`config.mk`:
```
export PLATFORM = sky130hd
export DESIGN_NAME = irx_ctx_ctrl
export DESIGN_NICKNAME = d
export VERILOG_FILES = /design/src/rtl/irx_ctx_pkg.sv /design/src/rtl/irx_mode_bits.sv /design/src/rtl/irx_handshake.sv /design/src/rtl/irx_cycle_gate.sv /design/src/rtl/irx_status_fields.sv /design/src/rtl/irx_ctx_ctrl.sv
export SDC_FILE = /design/constraint.sdc
export NUM_CORES = 1
export LEC_CHECK = 0
export ABC_AREA = 0
export BUFFER_PORTS_ARGS = -buffer_cell sky130_fd_sc_hd__buf_2
export CAP_MARGIN = 20
export CORE_MARGIN = 3
export CORE_UTILIZATION = 31
export DETAILED_ROUTE_END_ITERATION = 10
export PLACE_DENSITY = 0.81
export REMOVE_ABC_BUFFERS = 1
export SLEW_MARGIN = 10
export SYNTH_ARGS = -nofsm -noshare
export SYNTH_HDL_FRONTEND = slang
export SYNTH_SLANG_ARGS = --single-unit
```
`constraint.sdc`:
```
create_clock -name clk -period 1.6 [get_ports clk]
set_input_delay 0.16 -clock clk [delete_from_list [all_inputs] [get_ports clk]]
set_output_delay 0.16 -clock clk [all_outputs]
set_load 0.005 [all_outputs]
```
`src/rtl/irx_ctx_pkg.sv`:
```
package irx_ctx_pkg;

  localparam int REG_W      = 32;
  localparam int BIT_BFILL  = 31;
  localparam int BIT_HDR    = 30;
  localparam int BIT_CME    = 29;
  localparam int BIT_MULTI  = 28;
  localparam int MODE_LSB   = 28;
  localparam int MODE_N     = 4;
  localparam int BIT_RUN    = 15;
  localparam int BIT_WAKE   = 12;
  localparam int BIT_DEAD   = 11;
  localparam int BIT_ACTIVE = 10;
  localparam int SPD_LSB    = 5;
  localparam int SPD_W      = 3;
  localparam int EVT_LSB    = 0;
  localparam int EVT_W      = 5;

  // index of each mode bit inside the 4-bit mode vector
  localparam int MI_MULTI = BIT_MULTI - MODE_LSB;
  localparam int MI_CME   = BIT_CME   - MODE_LSB;
  localparam int MI_HDR   = BIT_HDR   - MODE_LSB;
  localparam int MI_BFILL = BIT_BFILL - MODE_LSB;

  // one bit after a set/clear write; clear dominates
  function automatic logic apply_sc(input logic cur, input logic set_b, input logic clr_b);
    return (cur | set_b) & ~clr_b;
  endfunction

endpackage

```
`src/rtl/irx_mode_bits.sv`:
```
module irx_mode_bits #(
  parameter int N = 4,
  parameter logic [N-1:0] HW_CLR_MASK = 4'b0010
) (
  input  logic         clk,
  input  logic         rst_n,
  input  logic         lock,
  input  logic [N-1:0] set_v,
  input  logic [N-1:0] clr_v,
  input  logic         hw_clr,
  output logic [N-1:0] mode_q
);
  import irx_ctx_pkg::*;

  logic [N-1:0] sw_next;
  logic [N-1:0] mode_d;

  for (genvar i = 0; i < N; i++) begin : g_bit
    always_comb begin
      sw_next[i] = lock ? mode_q[i] : apply_sc(mode_q[i], set_v[i], clr_v[i]);
      if (HW_CLR_MASK[i]) mode_d[i] = sw_next[i] & ~hw_clr;
      else                mode_d[i] = sw_next[i];
    end
  end

  always_ff @(posedge clk or negedge rst_n) begin
    if (!rst_n) mode_q <= '0;
    else        mode_q <= mode_d;
  end

  // bits without a hardware clear are frozen while locked
  a_r7_lock_holds: assert property (@(posedge clk) disable iff (!rst_n)
    lock |=> ((mode_q & ~HW_CLR_MASK) == ($past(mode_q) & ~HW_CLR_MASK)));

  // hardware clear always lands
  a_r8_hw_clear: assert property (@(posedge clk) disable iff (!rst_n)
    hw_clr |=> ((mode_q & HW_CLR_MASK) == '0));

endmodule

```
`src/rtl/irx_handshake.sv`:
```
module irx_handshake (
  input  logic clk,
  input  logic rst_n,
  input  logic soft_rst,
  input  logic sw_set_run,
  input  logic sw_clr_run,
  input  logic sw_set_wake,
  input  logic sw_clr_wake,
  input  logic hw_fetch,
  input  logic hw_fatal,
  input  logic hw_activated,
  output logic run_q,
  output logic wake_q,
  output logic dead_q,
  output logic active_q
);
  import irx_ctx_pkg::*;

  logic run_d, wake_d, dead_d, active_d;
  logic run_clr_evt;
  logic wake_clr_evt;

  assign run_clr_evt  = sw_clr_run;
  assign wake_clr_evt = sw_clr_wake | hw_fetch;

  always_comb begin
    if (soft_rst) begin
      run_d    = 1'b0;
      wake_d   = 1'b0;
      dead_d   = 1'b0;
      active_d = 1'b0;
    end else begin
      run_d    = apply_sc(run_q,  sw_set_run,  run_clr_evt);
      wake_d   = apply_sc(wake_q, sw_set_wake, wake_clr_evt);
      dead_d   = apply_sc(dead_q, hw_fatal,    run_clr_evt);
      active_d = run_d & ~dead_d & (active_q | hw_activated);
    end
  end

  always_ff @(posedge clk or negedge rst_n) begin
    if (!rst_n) begin
      run_q    <= 1'b0;
      wake_q   <= 1'b0;
      dead_q   <= 1'b0;
      active_q <= 1'b0;
    end else begin
      run_q    <= run_d;
      wake_q   <= wake_d;
      dead_q   <= dead_d;
      active_q <= active_d;
    end
  end

  // run never rises without a software set
  a_r3_run_sw_only: assert property (@(posedge clk) disable iff (!rst_n)
    (!run_q && !sw_set_run) |=> !run_q);

  // soft reset empties the handshake bits
  a_r3_soft_rst: assert property (@(posedge clk) disable iff (!rst_n)
    soft_rst |=> !(run_q | wake_q | dead_q | active_q));

  // a fetch leaves wake clear
  a_r4_fetch_clears_wake: assert property (@(posedge clk) disable iff (!rst_n)
    hw_fetch |=> !wake_q);

  // fatal error marks dead unless run is being cleared
  a_r5_fatal_sets_dead: assert property (@(posedge clk) disable iff (!rst_n)
    (hw_fatal && !sw_clr_run && !soft_rst) |=> dead_q);

  // clearing run clears dead
  a_r5_run_clr_dead: assert property (@(posedge clk) disable iff (!rst_n)
    sw_clr_run |=> !dead_q);

  // active only with run set and dead clear
  a_r6_active_needs_run: assert property (@(posedge clk) disable iff (!rst_n)
    active_q |-> (run_q && !dead_q));

endmodule

```
`src/rtl/irx_cycle_gate.sv`:
```
module irx_cycle_gate #(
  parameter int SEC_KEEP = 2,
  parameter int CNT_W    = 13,
  localparam int MATCH_W = SEC_KEEP + CNT_W
) (
  input  logic               clk,
  input  logic               rst_n,
  input  logic [MATCH_W-1:0] match_value,
  input  logic [SEC_KEEP-1:0] cyc_sec_lo,
  input  logic [CNT_W-1:0]   cyc_count,
  input  logic               run,
  input  logic               dead,
  input  logic               cme,
  output logic               hit,
  output logic               go
);

  function automatic logic [MATCH_W-1:0] cycle_key(input logic [SEC_KEEP-1:0] s,
                                                   input logic [CNT_W-1:0] c);
    return {s, c};
  endfunction

  assign hit = (cycle_key(cyc_sec_lo, cyc_count) == match_value);
  assign go  = run & ~dead & (~cme | hit);

  // an ungated running context is always allowed to go
  a_r9_ungated_go: assert property (@(posedge clk) disable iff (!rst_n)
    (run && !dead && !cme) |-> go);

  // a dead or stopped context never goes
  a_r9_stopped_no_go: assert property (@(posedge clk) disable iff (!rst_n)
    (!run || dead) |-> !go);

endmodule

```
`src/rtl/irx_status_fields.sv`:
```
module irx_status_fields #(
  parameter int SW = 3,
  parameter int EW = 5
) (
  input  logic          clk,
  input  logic          rst_n,
  input  logic          pkt_done,
  input  logic [SW-1:0] pkt_speed,
  input  logic [EW-1:0] pkt_event,
  output logic [SW-1:0] speed_q,
  output logic [EW-1:0] event_q
);

  always_ff @(posedge clk or negedge rst_n) begin
    if (!rst_n) begin
      speed_q <= '0;
      event_q <= '0;
    end else if (pkt_done) begin
      speed_q <= pkt_speed;
      event_q <= pkt_event;
    end
  end

  // fields hold between completions
  a_r10_hold: assert property (@(posedge clk) disable iff (!rst_n)
    !pkt_done |=> ($stable(speed_q) && $stable(event_q)));

  // fields capture on completion
  a_r10_load: assert property (@(posedge clk) disable iff (!rst_n)
    pkt_done |=> (speed_q == $past(pkt_speed) && event_q == $past(pkt_event)));

endmodule

```
`src/rtl/irx_ctx_ctrl.sv`:
```
module irx_ctx_ctrl #(
  parameter int SEC_KEEP = 2,
  parameter int CNT_W    = 13,
  localparam int MATCH_W = SEC_KEEP + CNT_W
) (
  input  logic                clk,
  input  logic                rst_n,
  input  logic                soft_rst,
  input  logic                wr_set_en,
  input  logic [31:0]         wr_set_data,
  input  logic                wr_clr_en,
  input  logic [31:0]         wr_clr_data,
  output logic [31:0]         rd_data,
  input  logic [MATCH_W-1:0]  match_value,
  input  logic [SEC_KEEP-1:0] cyc_sec_lo,
  input  logic [CNT_W-1:0]    cyc_count,
  input  logic                desc_fetch,
  input  logic                fatal_err,
  input  logic                ctx_activated,
  input  logic                pkt_done,
  input  logic [2:0]          pkt_speed,
  input  logic [4:0]          pkt_event,
  output logic                ctx_go,
  output logic                illegal_mode
);
  import irx_ctx_pkg::*;

  logic [REG_W-1:0]  set_m, clr_m;
  logic [MODE_N-1:0] mode_q;
  logic              run_q, wake_q, dead_q, active_q;
  logic              mode_lock;
  logic              match_hit;
  logic [SPD_W-1:0]  speed_q;
  logic [EVT_W-1:0]  event_q;

  assign set_m     = wr_set_en ? wr_set_data : '0;
  assign clr_m     = wr_clr_en ? wr_clr_data : '0;
  assign mode_lock = run_q | active_q;

  // bits that carry no writable state
  logic unused_wr;
  assign unused_wr = ^{set_m[27:16], set_m[14:13], set_m[11:0],
                       clr_m[27:16], clr_m[14:13], clr_m[11:0], match_hit};

  localparam logic [MODE_N-1:0] CME_MASK = MODE_N'(1) << MI_CME;

  irx_mode_bits #(.N(MODE_N), .HW_CLR_MASK(CME_MASK)) u_mode (
    .clk    (clk),
    .rst_n  (rst_n),
    .lock   (mode_lock),
    .set_v  (set_m[MODE_LSB +: MODE_N]),
    .clr_v  (clr_m[MODE_LSB +: MODE_N]),
    .hw_clr (ctx_activated),
    .mode_q (mode_q)
  );

  irx_handshake u_hs (
    .clk          (clk),
    .rst_n        (rst_n),
    .soft_rst     (soft_rst),
    .sw_set_run   (set_m[BIT_RUN]),
    .sw_clr_run   (clr_m[BIT_RUN]),
    .sw_set_wake  (set_m[BIT_WAKE]),
    .sw_clr_wake  (clr_m[BIT_WAKE]),
    .hw_fetch     (desc_fetch),
    .hw_fatal     (fatal_err),
    .hw_activated (ctx_activated),
    .run_q        (run_q),
    .wake_q       (wake_q),
    .dead_q       (dead_q),
    .active_q     (active_q)
  );

  irx_cycle_gate #(.SEC_KEEP(SEC_KEEP), .CNT_W(CNT_W)) u_gate (
    .clk         (clk),
    .rst_n       (rst_n),
    .match_value (match_value),
    .cyc_sec_lo  (cyc_sec_lo),
    .cyc_count   (cyc_count),
    .run         (run_q),
    .dead        (dead_q),
    .cme         (mode_q[MI_CME]),
    .hit         (match_hit),
    .go          (ctx_go)
  );

  irx_status_fields #(.SW(SPD_W), .EW(EVT_W)) u_stat (
    .clk       (clk),
    .rst_n     (rst_n),
    .pkt_done  (pkt_done),
    .pkt_speed (pkt_speed),
    .pkt_event (pkt_event),
    .speed_q   (speed_q),
    .event_q   (event_q)
  );

  always_comb begin
    rd_data                    = '0;
    rd_data[MODE_LSB +: MODE_N] = mode_q;
    rd_data[BIT_RUN]           = run_q;
    rd_data[BIT_WAKE]          = wake_q;
    rd_data[BIT_DEAD]          = dead_q;
    rd_data[BIT_ACTIVE]        = active_q;
    rd_data[SPD_LSB +: SPD_W]  = speed_q;
    rd_data[EVT_LSB +: EVT_W]  = event_q;
  end

  assign illegal_mode = mode_q[MI_MULTI] & ~mode_q[MI_BFILL];

  // a mode write that lands while locked leaves the word's mode field unchanged except the cleared enable
  a_r7_no_mode_change_locked: assert property (@(posedge clk) disable iff (!rst_n)
    (mode_lock && !ctx_activated) |=> $stable(rd_data[31:28]));

  // reserved bits never read one
  a_r1_reserved_zero: assert property (@(posedge clk) disable iff (!rst_n)
    (rd_data[27:16] == '0) && (rd_data[14:13] == '0) && (rd_data[9:8] == '0));

endmodule

```
==> results of run 1 <==
state kept, by name, summed over array words and instances (netlist names):
signal	count
u_mode.mode_q	4
u_hs.run_q	1
u_hs.active_q	1
u_hs.dead_q	1
u_stat.event_q	5
u_hs.wake_q	1
u_stat.speed_q	3
final cells by class:
class	count	area, um^2	area share [%]
multi-input cells	66	464.2	34.87
flip-flops and latches	16	401.6	30.17
repair buffers	77	390.4	29.32
well taps	31	38.79	2.914
clock buffers	4	36.28	2.726
cell families (layout without fill, tap and decap cells):
family          after synthesis  count (layout)  share of synthesized area (%)
other cells                   1              16                         0.3918
mux                           8               8                          9.412
compound gates               14              14                          8.757
simple gates                 13              13                          8.889
xor+xnor                     15              15                          13.73
flops                        16              16                          41.83
buf+inv                      22              81                          16.99
cell usage in the layout, fill, tap and decap left out, drive strengths merged, types with 2 or more instances in the layout:
| cell | synthesis | layout |
|---|---|---|
| nor3b | 2 | 2 |
| xor2 | 15 | 15 |
| a21oi | 9 | 9 |
| buf | 22 | 76 |
| mux2 | 8 | 8 |
| o21ai | 2 | 2 |
| nor4 | 4 | 4 |
| conb | 1 | 16 |
| dfrtp | 16 | 16 |
| clkbuf | 0 | 4 |
| nor2 | 3 | 3 |
critical path, delay by kind of cell (launching register included):
family                 cells  cell delay [ns]
AO/OA/AOI/OAI              1             0.10
buffers and inverters      1             0.14
AND/OR/NAND/NOR            3             0.45
flip-flops                 1             0.40
worst max path at each step:
stage | cells after the start | slack, ns | endpoint
5_1_grt | 5 | -0.06 | ctx_go
3_3_place_gp | 5 | 0.22 | ctx_go
3_5_place_dp | 5 | 0.24 | ctx_go
2_1_floorplan | 4 | 0.45 | ctx_go
6_report | 5 | 0.06 | ctx_go
4_1_cts | 5 | 0.01 | ctx_go
metrics by stage:
stage | total power, mW | setup WS, ns | instance area (um^2) | std cells
finish | 0.9583 | 0.06334 | 1331 | 194
global route | 1.025 | -0.05706 | 1331 | 194
CTS | 0.9709 | 0.01328 | 1316 | 194
detailed placement | 0.7046 | 0.2411 | 1270 | 189
global placement | 0.6992 | 0.2218 | 1270 | 189
floorplan | 0.5585 | 0.4455 | 850.8 | 82
metal layers:
metal / GRT usage, % / vias up / share of wire [%]
li1: - / 415 / -
met1: 9.640 / 386 / 35
met2: 22.42 / 66 / 51
met3: 2.306 / 2 / 13
met4: 6.364 / 0 / 0.61
met5: 0 / - / 0
where the power goes:
group / internal (mW) / total, mW / switching (mW)
Combinational: 0.129 / 0.235 / 0.106
Sequential: 0.442 / 0.465 / 0.0230
Clock: 0.138 / 0.259 / 0.120
Total: 0.709 / 0.958 / 0.249
what timing repair did:
action,in CTS,in global routing
setup endpoints to repair,1,1
hold buffers,1,0
endpoints found under the hold margin,16,0
resized for setup,0,3
pin swaps,1,1
==> flow_summary.yaml, run 1 <==
run_status:
  status: "completed"
synthesis:
  ys.flop_type: "dfrtp_1"
  avgSynthCellArea_um2: 10.75
  synth-seq-cells: 16
  ys_warn_count: 0
  syn_area_um2: 957.2
  synth_top_area_cell: "dfrtp_1"
  synth_edf_count: 0
  ys_async_sr_fraction_pct: 100.0
  synth_most_common_cell: "buf_4"
  netlist_top_cells_count: "21 x buf_4, 16 x dfrtp_1, 15 x xor2_1, 9 x a21oi_1, 7 x mux2_1"
  synthTopCellsByArea: "dfrtp_1 42%, buf_4 16%, xor2_1 14%"
  syn_inst: 89
  synth_cell_type_count: 20
  synth-seq-area-share_pct: 41.83
  synth_top_area_share_pct: 41.83
worst_setup_path:
  cp.arrival_ns: 1.38
  worstPathMaxFanout: 3
  cp_slowest_cell: "dfrtp_1"
  end_kind: "primary output"
  startpoint_type: "flop"
  r2r_end: "u_mode.mode_q[1]"
  crit_required_ns: 1.44
  worstReg2RegStart: "u_hs.run_q"
  critPathKind: "reg2out"
  reg2reg_slack_ns: 0.39
  critical_path.cell_chain: "nand2b_4, nor4_2, nand4_1, o21ai_1, buf_2"
  startpoint: "u_hs.dead_q"
  cpPeakStageDelay_ns: 0.40
  reg2reg_depth: 3
clock_network:
  tritoncts: "yes"
  post_cts_buffers: 0
  cts_max_level: 1
  cts_buffer_depth: 2
  clock_sinks: 16
  cts_root_buffer: "clkbuf_4"
  clk_pin_slew_worst_paths_ns: 0.09
  cts_buffers: 3
  clock_latency_ns: 0.28
floorplanning:
  rows: 19
  initial_utilization_pct: 33.55
  ios: 145
  die_h_um: 61.57
  die_w_um: 61.57
  dieArea_mm2: 0.003790
  placeableCoreArea_mm2: 0.002853
final_layout:
  fillers: 289
  area_growth_pct: 39.09
  nets: 275
  final_util_pct: 46.67
  drive_gt1_share_pct: 53.37
  diodes: 0
global_routing:
  grt_pass1_wl_um: 3042
  grt_max_degree: 17
  overflow: 0
  grt_pass1_vias: 795
  antenna_found_initial: 0
  track_usage_pct: 11.06
route:
  drc: 0
  wire_per_inst_um: 11.93
  wl_um: 2314
  dr.pass1.iters: 3
  num_vias: 869
  viasPerCell: 4.479
  ant_nets: 0
  drt_first_iter_violations: 2
timing:
  hold_violations: 0
  slew_violations: 0
  clock_skew_ns: 0.006519
  fin_crit_ns: 1.537
  clock.fmax_mhz: 650.8
  setup_tns_ns: 0
  fin_crit_sh_pct: 96.04
  rsz0062_at_grt: "true"
  setup-violations-final: 0
  fin_hold_ws_ns: 0.03952
power:
  power_leakage_nw: 0.7270
  peakVddDrop_uv: 528.7
  powerDensity_mw_per_mm2: 719.8
hold_path:
  hp-class: "in2reg"
  min_to: "u_mode.mode_q[1]"
  whs_path_depth: 2
  hp-start: "wr_clr_data[29]"
run:
  maxCapViolCount: 0
placed_design:
  place.gp.congestion: 0.6448
  portBuffers: 76
  post-dp-hpwl_um: 1999
Note: power is estimated with default switching activity, not from simulation.
==> run 2, diff against run 1 <==
--- a/config.mk
+++ b/config.mk
@@ -8,7 +8,7 @@
 export ABC_AREA = 0
 export BUFFER_PORTS_ARGS = -buffer_cell sky130_fd_sc_hd__buf_2
 export CAP_MARGIN = 20
-export CORE_MARGIN = 3
+export CORE_MARGIN = 1
 export CORE_UTILIZATION = 31
 export DETAILED_ROUTE_END_ITERATION = 10
 export PLACE_DENSITY = 0.81
==> flow_summary.yaml, run 2 (same netlist as run 1, synthesis figures left out) <==
run_status:
  status: "complete, but fails checks"
  violations: "DRC"
route:
  dr.pass1.iters: 7
  drc: 13
  wire_per_inst_um: 10.67
  viasPerCell: 4.431
  ant_nets: 0
  drt_first_iter_violations: 19
  num_vias: 864
  wl_um: 2081
hold_path:
  hp-class: "in2reg"
final_layout:
  area_growth_pct: 40.78
  reg_top3: "u_stat.event_q x5, u_mode.mode_q x4, u_stat.speed_q x3"
  final_common_cell: "buf_2"
  largest_reg_flops: 5
  drive_gt1_share_pct: 53.66
  instances_no_fill: 195
  nets: 276
  diodes: 0
  regMostFlops: "u_stat.event_q"
  final_cell_mix: "76 x buf_2, 16 x conb_1, 15 x xor2_1, 15 x dfrtp_1, 9 x a21oi_1"
power:
  clockPowerShare_pct: 26.5
  intPower_mw: 0.7109
  netSwitchingPower_mw: 0.2449
  peakVddDrop_uv: 515.0
  comb_power_share_pct: 24.8
  power_leakage_nw: 0.7334
  p_seq_share_pct: 48.6
  p_sw_share_pct: 25.62
  powerDensity_mw_per_mm2: 709.3
worst_setup_path:
  startpoint_type: "flop"
  worstPathMaxFanout: 3
  crit_required_ns: 1.44
  cp.arrival_ns: 1.32
  critical_path.cell_chain: "nand2b_4, nor4_4, nand4_1, o21ai_1, buf_2"
  end_kind: "primary output"
  cpPeakStageDelay_ns: 0.40
  critPathKind: "reg2out"
  cp_slowest_cell: "dfrtp_1"
floorplanning:
  placeableCoreArea_mm2: 0.002829
  dieArea_mm2: 0.003314
  initial_utilization_pct: 33.83
  die_w_um: 57.57
  rows: 19
  ios: 145
  die_h_um: 57.57
global_routing:
  antenna_found_initial: 0
  track_usage_pct: 11.44
  grt_pass1_vias: 720
  grt_pass1_wl_um: 2842
  overflow: 0
  grt_max_degree: 17
timing:
  clock_skew_ns: 0.002465
  slew_violations: 0
  setup-violations-final: 0
  setup_tns_ns: 0
  fin_crit_sh_pct: 92.45
  hold_violations: 0
  layout_setup_ws_ns: 0.1209
  clock.fmax_mhz: 676.1
  rsz0062_at_grt: "false"
  fin_crit_ns: 1.479
clock_network:
  tritoncts: "yes"
  cts_buffers: 3
  clock_sinks: 16
  cts_buffer_depth: 2
  cts_root_buffer: "clkbuf_4"
  cts_max_level: 1
  clock_latency_ns: 0.27
  clk_pin_slew_worst_paths_ns: 0.09
placed_design:
  numPlacedInstances: 189
  portBuffers: 76
  post-place-ws_ns: 0.2482
  place.gp.congestion: 0.6502
  post-dp-hpwl_um: 1736
run:
  maxCapViolCount: 0
==> run 2: cell types whose count changed in the layout (fill, tap and decap cells not counted) <==
cell | before | now
buf_4 | 0 | 1
nor4_2 | 1 | 0
nor4_4 | 0 | 1
==> run 2: final cells by class <==
class / instances / area, um^2
fill: 275 / 1481
multi-input combinational: 66 / 473.0
sequential: 16 / 401.6
timing repair buffer: 78 / 397.9
tap: 31 / 38.79
clock buffer: 4 / 36.28
==> run 2: what timing repair did <==
| action | CTS | global route |
|---|---|---|
| endpoints found under the setup margin | 1 | 1 |
| endpoints found under the hold margin | 16 | 0 |
| pin swaps | 1 | 2 |
| hold buffers | 1 | 0 |
| setup buffers | 0 | 1 |
| gates resized for setup | 1 | 3 |
==> run 2: metal layers <==
layer	track usage (%)	vias to the layer above	wire (um)
li1	-	418	-
met1	10.37	383	708
met2	22.76	61	1107
met3	2.721	2	246
met4	6.272	0	19
met5	0	-	0
==> run 2: power groups by stage <==
stage | clock network (mW) | logic (mW) | registers, mW
2_1_floorplan | 0 | 0.0840 | 0.474
3_3_place_gp | 0 | 0.225 | 0.471
3_5_place_dp | 0 | 0.229 | 0.471
4_1_cts | 0.267 | 0.234 | 0.464
5_1_grt | 0.274 | 0.264 | 0.471
6_report | 0.254 | 0.237 | 0.465
==> run 2: worst max-delay path: cells and delay by family (launching register included) <==
family | cells | cell delay [ns]
compound gates | 1 | 0.08
flops | 1 | 0.40
simple gates | 3 | 0.45
buf+inv | 1 | 0.12
==> run 2: path summary, 6_finish.rpt <==
path,end,slack [ns],depth (start not counted),startpoint
worst max-delay path,ctx_go,0.12,5,u_hs.dead_q
min in group asynchronous,u_stat.event_q[1],0.32,2,rst_n
worst max register to register,u_mode.mode_q[1],0.43,3,u_hs.run_q
worst min-delay path,u_hs.wake_q,0.04,2,desc_fetch
worst min register to register,u_stat.speed_q[2],0.49,1,u_stat.speed_q[2]
max in group asynchronous,u_hs.run_q,1.01,2,rst_n
==> run 2: metrics by stage <==
stage	utilization, %	total power, mW	hold slack [ns]	instance area (um^2)
floorplan	-	0.5585	-0.1356	850.8
global placement	44.89	0.6961	0.08887	1270
detailed placement	44.89	0.7007	0.08921	1270
CTS	46.75	0.9649	0.03419	1323
global route	47.63	1.009	0.04502	1348
finish	47.63	0.9558	0.04416	1348
==> run 3, diff against run 2 <==
--- a/config.mk
+++ b/config.mk
@@ -5,13 +5,13 @@
 export SDC_FILE = /design/constraint.sdc
 export NUM_CORES = 1
 export LEC_CHECK = 0
-export ABC_AREA = 0
+export ABC_AREA = 1
 export BUFFER_PORTS_ARGS = -buffer_cell sky130_fd_sc_hd__buf_2
 export CAP_MARGIN = 20
 export CORE_MARGIN = 1
-export CORE_UTILIZATION = 31
+export CORE_UTILIZATION = 34
 export DETAILED_ROUTE_END_ITERATION = 10
-export PLACE_DENSITY = 0.81
+export PLACE_DENSITY = 0.82
 export REMOVE_ABC_BUFFERS = 1
 export SLEW_MARGIN = 10
 export SYNTH_ARGS = -nofsm -noshare
==> flow_summary.yaml, run 3 <==
synthesis:
  synth_mux_area_share_pct: 8.108
  synthAdderAreaFrac_pct: 0
  ys_async_sr_fraction_pct: 100.0
  synth-seq-cells: 16
  syn_inst: 154
  avgSynthCellArea_um2: 7.215
  synth_top_family_by_area: "simple AND/OR/NAND/NOR gates"
  synth_compound_area_share_pct: 6.757
  synth-seq-area-share_pct: 36.04
  synth_edf_count: 0
  synth_top_area_cell: "dfrtp_1"
  synth_most_common_cell: "nand2_1"
  ys.flop_type: "dfrtp_1"
  synth_xor_area_share_pct: 0.7883
  synth_top_area_share_pct: 36.04
  syn_area_mm2: 0.001111
  ys_warn_count: 0
  synth_cell_type_count: 19
  synth_simple_gate_area_share_pct: 24.21
  synthTopCellsByArea: "dfrtp_1 36%, buf_4 14%, nand2_1 13%"
  netlist_top_cells_count: "38 x nand2_1, 27 x inv_1, 23 x nor2_1, 21 x buf_4, 16 x dfrtp_1"
power:
  peakVddDrop_uv: 471.2
  powerDensity_mw_per_mm2: 662.2
  clockPowerShare_pct: 26.4
  comb_power_share_pct: 26.7
  netSwitchingPower_mw: 0.2655
  p_sw_share_pct: 26.97
  power_leakage_nw: 0.9362
  intPower_mw: 0.7189
  p_seq_share_pct: 46.9
final_layout:
  drive_gt1_share_pct: 39.91
  final_util_pct: 48.29
  final_common_cell: "buf_2"
  diodes: 0
  regMostFlops: "u_stat.event_q"
  fillers: 334
  area_growth_pct: 33.78
  reg_top3: "u_stat.event_q x5, u_mode.mode_q x4, u_stat.speed_q x3"
  nets: 340
  instances_no_fill: 272
  largest_reg_flops: 5
  final_cell_mix: "76 x buf_2, 38 x nand2_1, 27 x inv_1"
clock_network:
  tritoncts: "yes"
  clock_latency_ns: 0.28
  clock_sinks: 16
  cts_root_buffer: "clkbuf_4"
  cts_buffers: 3
  cts_buffer_depth: 2
  post_cts_buffers: 0
  cts_max_level: 1
  clk_pin_slew_worst_paths_ns: 0.09
global_routing:
  track_usage_pct: 13.92
  grt_max_degree: 17
  overflow: 0
  grt_pass1_wl_um: 3712
  grt_pass1_vias: 968
  antenna_found_initial: 0
placed_design:
  post-dp-hpwl_um: 2013
  post-place-ws_ns: 0.4212
  place.gp.congestion: 0.6330
  portBuffers: 76
  numPlacedInstances: 267
floorplanning:
  rows: 20
  initial_utilization_pct: 36.10
  die_w_um: 59.17
  dieArea_mm2: 0.003501
  die_h_um: 59.17
  placeableCoreArea_mm2: 0.003078
  ios: 145
route:
  num_vias: 1073
  wire_per_inst_um: 8.390
  drc: 0
  dr.pass1.iters: 4
  wl_um: 2282
  ant_nets: 0
  drt_first_iter_violations: 13
  viasPerCell: 3.945
run:
  maxCapViolCount: 0
hold_path:
  whs_path_depth: 2
  min_to: "u_hs.wake_q"
  hp-class: "in2reg"
  hp-start: "desc_fetch"
worst_setup_path:
  crit_required_ns: 1.44
  end_kind: "primary output"
  worstPathMaxFanout: 3
  reg2reg_slack_ns: 0.48
  reg2reg_depth: 4
  startpoint_type: "flop"
  r2r_end: "u_mode.mode_q[2]"
  cp_slowest_cell: "dfrtp_1"
  cpPeakStageDelay_ns: 0.41
  worstReg2RegStart: "u_hs.run_q"
  critPathKind: "reg2out"
  cp.arrival_ns: 1.02
  critical_path.cell_chain: "inv_1, nand2_1, a21oi_1, buf_2"
run_status:
  status: "completed"
timing:
  hold_violations: 0
  fin_crit_sh_pct: 73.90
  fin_crit_ns: 1.182
  clock.fmax_mhz: 845.8
  slew_violations: 0
  clock_skew_ns: 0.004533
  rsz0062_at_grt: "false"
  setup_tns_ns: 0
  setup-violations-final: 0
  layout_setup_ws_ns: 0.4176
-- run 3: area by class of cell --
| cell class | instances | area, um^2 | share of cell area [%] |
|---|---|---|---|
| multi-input combinational | 104 | 503.0 | 33.84 |
| sequential | 16 | 400.4 | 26.94 |
| timing repair buffer | 77 | 390.4 | 26.26 |
| inverter | 27 | 101.3 | 6.818 |
| tap | 44 | 55.05 | 3.704 |
| clock buffer | 4 | 36.28 | 2.441 |
-- run 3: logic make-up (layout without fill, tap and decap cells) --
logic type / Yosys count / after routing
compound gates: 13 / 13
xor+xnor: 1 / 1
buf+inv: 49 / 108
flops: 16 / 16
mux: 8 / 8
other cells: 1 / 16
simple gates: 66 / 66
-- run 3: how the worst max path moves through the flow --
stage | startpoint | to | slack (ns)
2_1_floorplan | u_hs.run_q | u_mode.mode_q[0] | 0.58
3_3_place_gp | match_value[0] | ctx_go | 0.47
3_5_place_dp | match_value[0] | ctx_go | 0.42
4_1_cts | u_hs.dead_q | ctx_go | 0.40
5_1_grt | match_value[7] | ctx_go | 0.31
6_report | u_hs.dead_q | ctx_go | 0.42
-- run 3: layer usage --
layer  wire, um  global-route usage [%]  up-vias  part of all wire (%)
met3        128                   3.275        0                   5.6
met2       1185                   26.79       43                    52
met4          0                   3.401        0                     0
li1           -                       -      574                     -
met5          0                       0        -                     0
met1        968                   15.16      456                    42
-- run 3: power groups by stage --
stage	logic [mW]	clock network, mW	registers [mW]
6_report	0.262	0.260	0.462
4_1_cts	0.267	0.271	0.463
3_5_place_dp	0.264	0	0.471
5_1_grt	0.304	0.296	0.467
3_3_place_gp	0.257	0	0.469
2_1_floorplan	0.113	0	0.475
-- run 3: worst max-delay path, delay by kind of cell, from the launching register on --
family	cells	cell delay, ns
and+or+nand+nor	1	0.05
buffers and inverters	2	0.19
DFF	1	0.41
AOI/OAI and AO/OA	1	0.10
-- run 3: metrics by stage --
step / instance area, um^2 / power [mW] / hold slack (ns)
CTS: 1486 / 1.001 / 0.01932
floorplan: 1005 / 0.5871 / -0.1356
finish: 1486 / 0.9843 / 0.03086
detailed placement: 1440 / 0.7351 / 0.09483
global route: 1486 / 1.068 / 0.02140
global placement: 1440 / 0.7251 / 0.08977
-- run 3: what timing repair did --
action,in CTS,in global routing
hold endpoints to repair,16,0
setup endpoints to repair,0,0
resized for setup,0,0
hold buffers,1,0
